===== config.mk =====
export PLATFORM = sky130hd
export DESIGN_NAME = vec_reduce
export DESIGN_NICKNAME = d
export VERILOG_FILES = /design/src/rtl/vred_pkg.sv /design/src/rtl/vred_seq.sv /design/src/rtl/vred_fold.sv /design/src/rtl/vec_reduce.sv
export SDC_FILE = /design/constraint.sdc
export NUM_CORES = 1
export LEC_CHECK = 0
export CAP_MARGIN = 20
export CORE_UTILIZATION = 30
export CTS_CLUSTER_DIAMETER = 100
export DETAILED_ROUTE_END_ITERATION = 6
export PLACE_DENSITY = 0.6
export SLEW_MARGIN = 5
export SYNTH_ARGS = -nofsm -noshare
export SYNTH_HDL_FRONTEND = slang
export SYNTH_SLANG_ARGS = --single-unit

===== constraint.sdc =====
create_clock -name clk -period 10.67 [get_ports clk]
set_clock_uncertainty 0.05 [all_clocks]
set_input_delay 1.6005 -clock clk [delete_from_list [all_inputs] [get_ports clk]]
set_output_delay 1.6005 -clock clk [all_outputs]
set_load 0.02 [all_outputs]

===== src/rtl/vred_pkg.sv =====
package vred_pkg;
  typedef enum logic [1:0] {
    OP_SUM   = 2'd0,
    OP_MIN   = 2'd1,
    OP_MAX   = 2'd2,
    OP_PIVOT = 2'd3
  } vred_op_e;
endpackage


===== src/rtl/vred_seq.sv =====
// Element sequencer: accepts a start when idle, counts accepted elements,
// and flags the first and last element of each operation.
module vred_seq #(
  parameter int MAX_LEN = 64,
  parameter int LEN_W   = 7,
  parameter int IDX_W   = 6
) (
  input  logic             clk,
  input  logic             rst,
  input  logic             start_i,
  input  logic [LEN_W-1:0] len_i,
  input  logic             elem_valid_i,
  output logic             busy_o,
  output logic             launch_o,
  output logic             empty_o,
  output logic             take_o,
  output logic             first_o,
  output logic             last_o,
  output logic [IDX_W-1:0] idx_o
);
  localparam logic [LEN_W-1:0] LEN_CAP = LEN_W'(MAX_LEN);

  logic             busy_q;
  logic [LEN_W-1:0] remain_q;
  logic [IDX_W-1:0] idx_q;
  logic [LEN_W-1:0] len_eff;

  assign len_eff  = (len_i > LEN_CAP) ? LEN_CAP : len_i;
  assign launch_o = start_i & ~busy_q;
  assign empty_o  = launch_o & (len_eff == '0);
  assign take_o   = busy_q & elem_valid_i;
  assign first_o  = take_o & (idx_q == '0);
  assign last_o   = take_o & (remain_q == LEN_W'(1));
  assign busy_o   = busy_q;
  assign idx_o    = idx_q;

  always_ff @(posedge clk) begin
    if (rst) begin
      busy_q   <= 1'b0;
      remain_q <= '0;
      idx_q    <= '0;
    end else if (launch_o) begin
      busy_q   <= (len_eff != '0);
      remain_q <= len_eff;
      idx_q    <= '0;
    end else if (take_o) begin
      remain_q <= remain_q - LEN_W'(1);
      idx_q    <= idx_q + IDX_W'(1);
      if (remain_q == LEN_W'(1)) busy_q <= 1'b0;
    end
  end
endmodule


===== src/rtl/vred_fold.sv =====
// Fold datapath: running key and best position, with the next values
// offered combinationally so the top can register them on the last element.
module vred_fold
  import vred_pkg::*;
#(
  parameter int DATA_W = 16,
  parameter int ACC_W  = 22,
  parameter int IDX_W  = 6
) (
  input  logic                     clk,
  input  logic                     rst,
  input  vred_op_e                 op_i,
  input  logic                     take_i,
  input  logic                     first_i,
  input  logic [IDX_W-1:0]         idx_i,
  input  logic signed [DATA_W-1:0] elem_i,
  output logic signed [ACC_W-1:0]  nxt_acc_o,
  output logic [IDX_W-1:0]         nxt_idx_o
);
  localparam int EXT_W = ACC_W - DATA_W;

  logic signed [ACC_W-1:0] acc_q;
  logic [IDX_W-1:0]        bidx_q;
  logic signed [ACC_W-1:0] ext;
  logic signed [ACC_W-1:0] key;
  logic                    better;

  assign ext = $signed({{EXT_W{elem_i[DATA_W-1]}}, elem_i});

  always_comb begin
    key    = (op_i == OP_PIVOT && elem_i[DATA_W-1]) ? -ext : ext;
    better = 1'b0;
    unique case (op_i)
      OP_MIN:   better = first_i || (key < acc_q);
      OP_MAX,
      OP_PIVOT: better = first_i || (key > acc_q);
      default:  better = 1'b0;
    endcase
    if (op_i == OP_SUM) begin
      nxt_acc_o = first_i ? ext : acc_q + ext;
      nxt_idx_o = '0;
    end else begin
      nxt_acc_o = better ? key : acc_q;
      nxt_idx_o = better ? idx_i : bidx_q;
    end
  end

  always_ff @(posedge clk) begin
    if (rst) begin
      acc_q  <= '0;
      bidx_q <= '0;
    end else if (take_i) begin
      acc_q  <= nxt_acc_o;
      bidx_q <= nxt_idx_o;
    end
  end
endmodule


===== src/rtl/vec_reduce.sv =====
module vec_reduce
  import vred_pkg::*;
#(
  parameter int DATA_W  = 16,
  parameter int MAX_LEN = 64,
  parameter int LEN_W   = $clog2(MAX_LEN + 1),
  parameter int IDX_W   = $clog2(MAX_LEN),
  parameter int ACC_W   = DATA_W + $clog2(MAX_LEN)
) (
  input  logic              clk,
  input  logic              rst,
  input  logic              start_i,
  input  logic [1:0]        op_i,
  input  logic [LEN_W-1:0]  len_i,
  input  logic              elem_valid_i,
  input  logic [DATA_W-1:0] elem_i,
  output logic [ACC_W-1:0]  result_o,
  output logic [IDX_W-1:0]  index_o,
  output logic              done_o,
  output logic              result_ok_o
);
  vred_op_e                op_q;
  logic                    seq_busy, seq_launch, seq_empty;
  logic                    seq_take, seq_first, seq_last;
  logic [IDX_W-1:0]        seq_idx;
  logic signed [ACC_W-1:0] fold_acc;
  logic [IDX_W-1:0]        fold_idx;

  vred_seq #(.MAX_LEN(MAX_LEN), .LEN_W(LEN_W), .IDX_W(IDX_W)) u_seq (
    .clk(clk), .rst(rst), .start_i(start_i), .len_i(len_i),
    .elem_valid_i(elem_valid_i), .busy_o(seq_busy), .launch_o(seq_launch),
    .empty_o(seq_empty), .take_o(seq_take), .first_o(seq_first),
    .last_o(seq_last), .idx_o(seq_idx)
  );

  vred_fold #(.DATA_W(DATA_W), .ACC_W(ACC_W), .IDX_W(IDX_W)) u_fold (
    .clk(clk), .rst(rst), .op_i(op_q), .take_i(seq_take),
    .first_i(seq_first), .idx_i(seq_idx), .elem_i($signed(elem_i)),
    .nxt_acc_o(fold_acc), .nxt_idx_o(fold_idx)
  );

  always_ff @(posedge clk) begin
    if (rst) begin
      op_q        <= OP_SUM;
      result_o    <= '0;
      index_o     <= '0;
      done_o      <= 1'b0;
      result_ok_o <= 1'b0;
    end else begin
      done_o <= 1'b0;
      if (seq_launch) op_q <= vred_op_e'(op_i);
      if (seq_empty) begin
        result_o    <= '0;
        index_o     <= '0;
        done_o      <= 1'b1;
        result_ok_o <= 1'b0;
      end else if (seq_last) begin
        result_o    <= fold_acc;
        index_o     <= fold_idx;
        done_o      <= 1'b1;
        result_ok_o <= 1'b1;
      end
    end
  end
endmodule


# Yosys cells after proc, flatten, opt, wreduce, memory -nomap -nowiden
# Index checks and enable logic that the tools add are counted.
[word_totals]
register_bits = 74
inputBits = 29
output_inout_bits = 30
wordCells = 55
[classes]
addsub = 4
order_cmp = 3
eq_ne = 4
mux = 15
bitwise = 6
n_reduce_logical = 13
[ops]
columns = ["cell", "n"]
rows = [
  ["22-bit two-way mux", 4],
  ["22-bit by 16-bit adder with 22-bit output", 1],
  ["22-bit greater-than comparator", 1],
  ["22-bit < comparator", 1],
  ["16-bit negation with 22-bit output", 1],
  ["7-bit two-way mux", 3],
  ["6-bit two-way mux", 2],
  ["7-bit by 1-bit equality test with 1-bit output, second input constant", 1],
  ["7-bit greater-than comparator, second input constant", 1],
  ["7-bit zero test", 1],
  ["7-bit nonzero test", 1],
  ["7-bit by 1-bit subtractor with 7-bit output, second input constant", 1],
  ["6-bit by 1-bit adder with 6-bit output, second input constant", 1],
  ["6-bit zero test", 1],
  ["2-bit OR reduction", 3],
  ["1-bit bitwise AND", 5],
  ["1-bit two-way mux", 5],
  ["2-bit equality test, second input constant", 2],
  ["2-bit nonzero test", 2],
  ["2-bit by 1-bit equality test with 1-bit output, second input constant", 1],
  ["2-bit zero test", 1],
  ["1-bit logical OR", 2],
  ["1-bit case mux with 2 select lines", 1],
  ["2-bit AND reduction", 1],
  ["other kinds (2)", 2],
]

# Depth between registers and ports, before layout
[logic_depth]
ltp_word = 8
mapped_depth = 17
ltp_nobuf = 15

# By module
# From an unflattened synthesis, not the netlist that was laid out.
[hier_totals]
cells_unflattened = 760
hier_area_um2 = 5972.0
[modules_own_cells]
columns = ["mod", "instances", "cells_per_inst", "area_each_um2", "seq_area_each_um2"]
rows = [
  ["vred_fold", 1, 561, 4003.8, 560.5],
  ["vec_reduce", 1, 104, 1127.3, 640.6],
  ["vred_seq", 1, 95, 840.8, 280.3],
]

# Worst setup path before layout
# Ideal clock, no wire load.
[synth_timing]
path_kind = "input -> register"
from = "input elem_i[5]"
to = "register u_fold.acc_q[9]"
arrival_ns = 4.969
t_required_ns = 10.517
path_slack_ns = 5.548
stages = 14
cell_sequence = "or4_1 -> or3_1 -> o41ai_2 -> xnor2_1 -> ha_1 -> a211oi_2 -> o21ai_0 -> o211ai_1 -> o2111ai_1 -> and4_1 -> buf_6 -> o311ai_4 -> nor2_1 -> a2111oi_2"
[synth_via]
elab_chain_cells = 7
elab_cells_between_ends = 11
[synth_lines]
columns = ["element", "line", "rtl"]
rows = [
  ["start, declared", "vec_reduce.sv:16", "input logic [DATA_W-1:0] elem_i,"],
  ["16-bit negation with 22-bit output", "vred_fold.sv:31", "key = (op_i == OP_PIVOT && elem_i[DATA_W-1]) ? -ext : ext;"],
  ["22-bit two-way mux", "vred_fold.sv:31", ""],
  ["22-bit greater-than comparator / 22-bit < comparator (equally long branches)", "vred_fold.sv:36, vred_fold.sv:34", ""],
  ["1-bit logical OR, on equally long branches", "vred_fold.sv:36, vred_fold.sv:34", ""],
  ["1-bit case mux with 2 select lines", "vred_fold.sv:33", "unique case (op_i)"],
  ["22-bit two-way mux", "vred_fold.sv:43", "nxt_acc_o = better ? key : acc_q;"],
  ["22-bit two-way mux *", "vred_fold.sv:39", "if (op_i == OP_SUM) begin"],
  ["end signal, assigned", "vred_fold.sv:53", "acc_q <= nxt_acc_o;"],
  ["end, declared", "vred_fold.sv:22", "logic signed [ACC_W-1:0] acc_q;"],
]
# Mark *: on every way between the ends. The rest lies on a longest branch, timed or not.
# A chain may end at the register's enable or synchronous reset.

# Worst setup path in the final report
[layout_timing]
from = "input elem_i[5]"
to = "register result_o[0]"
[layout_via]
elab_chain_cells = 7
elab_cells_between_ends = 9
[layout_lines]
columns = ["element", "line", "rtl"]
rows = [
  ["16-bit negation with 22-bit output", "vred_fold.sv:31", ""],
  ["22-bit two-way mux *", "vred_fold.sv:31", ""],
  ["22-bit greater-than comparator / 22-bit < comparator (equally long branches)", "vred_fold.sv:36, vred_fold.sv:34", ""],
  ["1-bit logical OR, on equally long branches", "vred_fold.sv:36, vred_fold.sv:34", ""],
  ["1-bit case mux with 2 select lines *", "vred_fold.sv:33", ""],
  ["22-bit two-way mux *", "vred_fold.sv:43", ""],
  ["22-bit two-way mux *", "vred_fold.sv:39", ""],
  ["end signal, assigned", "vec_reduce.sv:58", "result_o <= fold_acc;"],
  ["end, declared", "vec_reduce.sv:17", "output logic [ACC_W-1:0] result_o,"],
]
# Marked as above.

==> run_results.csv <==
group,metric,value,unit
synth,ys_seq_elements,74,
grt,grt_pass1_vias,5402,
clock_network,ctsHtreeMaxLevel,3,
finish,finish.utilization,36.78,%
pwr,p_leak,2.603,nW
finish,drive_above_1_share,6.861,%
route,drc,0,
finish,area_growth,19.36,%
route,routed_wl,18950,microns
timing,report.final.slew_viol_count,0,
worst_setup_path,cp_data_arrival_time,6630,ps
pwr,combPwrFrac,29.0,%
hold_path,worst_hold_startpoint,"result_o[14]$_SDFFE_PP0P_",
timing,fmax,155.1,MHz
synth,synth_compound_area_share,29.28,%
worst_setup_path,critPathCaptureType,"register",
clock_network,cts_hold_buf,0,
floorplan,die_h,141.1,microns
placed_design,port_buffers,58,
synth,synth_most_common_cell,"dfxtp_1",
floorplan,initial_core_util,30.82,%
pwr,pwr-share-clk,36.3,%
synth,synth.top_cell.area_share,25.53,%
job,max_cap_violations,0,
timing,rsz0062_at_grt,"false",
grt,grt_max_degree,49,
synth,avgSynthCellArea,7.800,sq um
route,vias,5816,
worst_setup_path,r2r_setup_slack,5800,ps
finish,antenna_cells,0,
run_status,outcome,"completed",
route,drt-pass1-iter-count,4,
worst_setup_path,cp_max_fo,17,
worst_setup_path,r2r_start,"op_q[1]$_SDFFE_PP0P_",
finish,finalNonFillerCells,1047,
clock_network,root_buffer,"clkbuf_16",
timing,setup_violations,0,
floorplan,rows,50,
finish,fin_nets,860,
pwr,seq_power_share,34.7,%
synth,synth_common_cells,"dfxtp_1, nand2_1, nor2_1",
synth,seq_area_frac_synth,25.53,%
floorplan,io_pins,59,
finish,num-fill-cells,2007,
grt,antenna_found_initial,0,
worst_setup_path,startpoint,"elem_i[5]",
floorplan,die_w,141.1,microns
pwr,sw_frac_of_total,34.40,%
synth,synth-main-ff-cell,"dfxtp_1",
synth,syn_inst,744,
clock_network,tritoncts,"built",
timing,hold_viol,0,
route,wire_per_inst,18.10,microns
synth,synthXorXnorAreaFrac,4.075,%
clock_network,post_cts_buffers,0,
worst_setup_path,crit_required,10860,ps
synth,async_flop_share,0,%
synth,synthMuxAreaShare,2.436,%
clock_network,clkTransAtPathRegs,60,ps
route,ant_nets,0,
worst_setup_path,worstSetupPathType,"in2reg",
route,vias_per_cell,5.555,
hold_path,min_path_type,"reg2reg",
synth,synth_top_family_by_area,"compound AO/OA/AOI/OAI gates",
placed_design,dp.cells,1030,
clock_network,numCtsBuffers,9,
timing,layout_min_cycle_time,6446,ps
synth,synth_area_leaders,"dfxtp_1, ha_1, o21ai_0",
worst_setup_path,cp-start-kind,"primary input",
grt,grt_usage,19.20,%
clock_network,cts.sinks,74,
synth,synthesis.nets,822,
floorplan,core_area,18830,sq um
grt,grt_pass1_wl,29770,microns
clock_network,cts.path.max_buffers,2,
timing,timing.setup.tns,0,ps
timing,tightest_slew,973.4,ps
route,first_iter_violations,428,
placed_design,dp_hpwl,14100,microns
clock_network,cts_resized,0,
pwr,switchingPower,0.2968,mW
placed_design,gp_congestion,0.8999,
timing,fin_crit_sh,60.41,%
floorplan,design.die.area,19900,sq um
pwr,p_int,0.5659,mW
synth,synth_top_area_cell,"dfxtp_1",
pwr,ir_worst_vdd,0.00009303,V
synth,synth.distinct_cells,75,
clock_network,clk_latency,350,ps
synth,netlist_area,5803,sq um
pwr,power_density,124.5,nW/um^2
synth,synthSimpleGateAreaFrac,22.38,%
synth,ys_warn_count,0,
synth,synth_fa_ha_area_share,10.69,%
timing,maxSlewHeadroom,34.80,%
grt,grt.overflow.total,0,
synth,synth-edff-count,0,
-- power groups by stage --
stage | clock network, mW | logic [mW] | registers (mW)
floorplan | 0 | 0.177 | 0.302
global placement | 0 | 0.242 | 0.305
detailed placement | 0 | 0.244 | 0.305
CTS | 0.319 | 0.246 | 0.299
global route | 0.328 | 0.275 | 0.301
finish | 0.313 | 0.250 | 0.299
-- path summary, 6_finish.rpt --
| kind | cells after the start | end |
|---|---|---|
| setup reg to reg | 13 | result_o[0]$_SDFFE_PP0P_ |
| hold reg to reg | 1 | result_o[14]$_SDFFE_PP0P_ |
| setup / recovery | 13 | result_o[0]$_SDFFE_PP0P_ |
| hold / removal | 1 | result_o[14]$_SDFFE_PP0P_ |
-- critical path, stage by stage --
cell	delay (ps)
clkdlybuf4s50_1	500
or4_1	610
o31ai_1	550
o21ai_0	270
xor2_1	220
ha_1	320
nand4_1	150
nor4_2	360
nand4_1	200
nand4_1	510
nand3_2	570
or3_1	490
a32o_1	260
-- layer usage --
metal	track usage [%]	up-vias	wire length (microns)
met5	0	-	0
met3	2.446	36	1029
met1	25.96	2722	8838
li1	-	2870	-
met2	30.98	188	8569
met4	7.323	0	511
-- layout make-up --
cell class / count / area (sq um) / area share (%)
repair buffers: 67 / 675.6 / 9.754
clock inverters: 7 / 77.57 / 1.120
well taps: 260 / 325.3 / 4.697
clock buffers: 9 / 225.2 / 3.251
inverters: 36 / 135.1 / 1.951
flip-flops and latches: 74 / 1481 / 21.39
multi-input cells: 594 / 4006 / 57.84
-- cell usage in the layout (no fill, tap or decap), types with 6 or more instances in the layout --
cell and n:
nor3b_1 7, and2_1 9, o211ai_1 14, mux2i_1 13
xnor2_1 15, clkbuf_16 9, o31ai_1 10, buf_4 6
nand4_1 14, nor3_1 12, a21oi_1 53, ha_1 48
or3_1 8, xor2_1 12, dfxtp_1 74, clkdlybuf4s50_1 58
nor4_1 14, a211oi_1 13, o21ai_0 59, a21o_1 11
nand2_1 70, a31oi_1 20, inv_1 36, o21a_1 7
a22oi_1 7, and3_1 10, nand2b_1 6, nor2_1 62
nand3_1 16
-- logic make-up after synthesis --
family                     after synthesis
AOI/OAI and AO/OA                      247
xor gates and xnor gates                27
adders and majority gates               49
buffers and inverters                   76
DFF                                     74
muxes                                   14
and+or+nand+nor                        257
-- registers in the layout, indices dropped and copies added (netlist names) --
register        count
u_fold.bidx_q       6
u_seq.busy_o        1
result_o           22
index_o             6
u_fold.acc_q       22
u_seq.idx_o         6
result_ok_o         1
done_o              1
u_seq.remain_q      7
op_q                2
-- metrics by stage --
stage / power, mW / hold slack [ps] / worst slack, ps / cell area (sq um)
finish: 0.8626 / 403.7 / 4224 / 6927
global route: 0.9038 / 419.0 / 3998 / 6927
CTS: 0.8638 / 407.6 / 4324 / 6899
detailed placement: 0.5497 / 397.3 / 3956 / 6596
global placement: 0.5468 / 394.8 / 4137 / 6574
floorplan: 0.4786 / 417.5 / 5548 / 5803
Note: power is estimated with default switching activity, not from simulation.
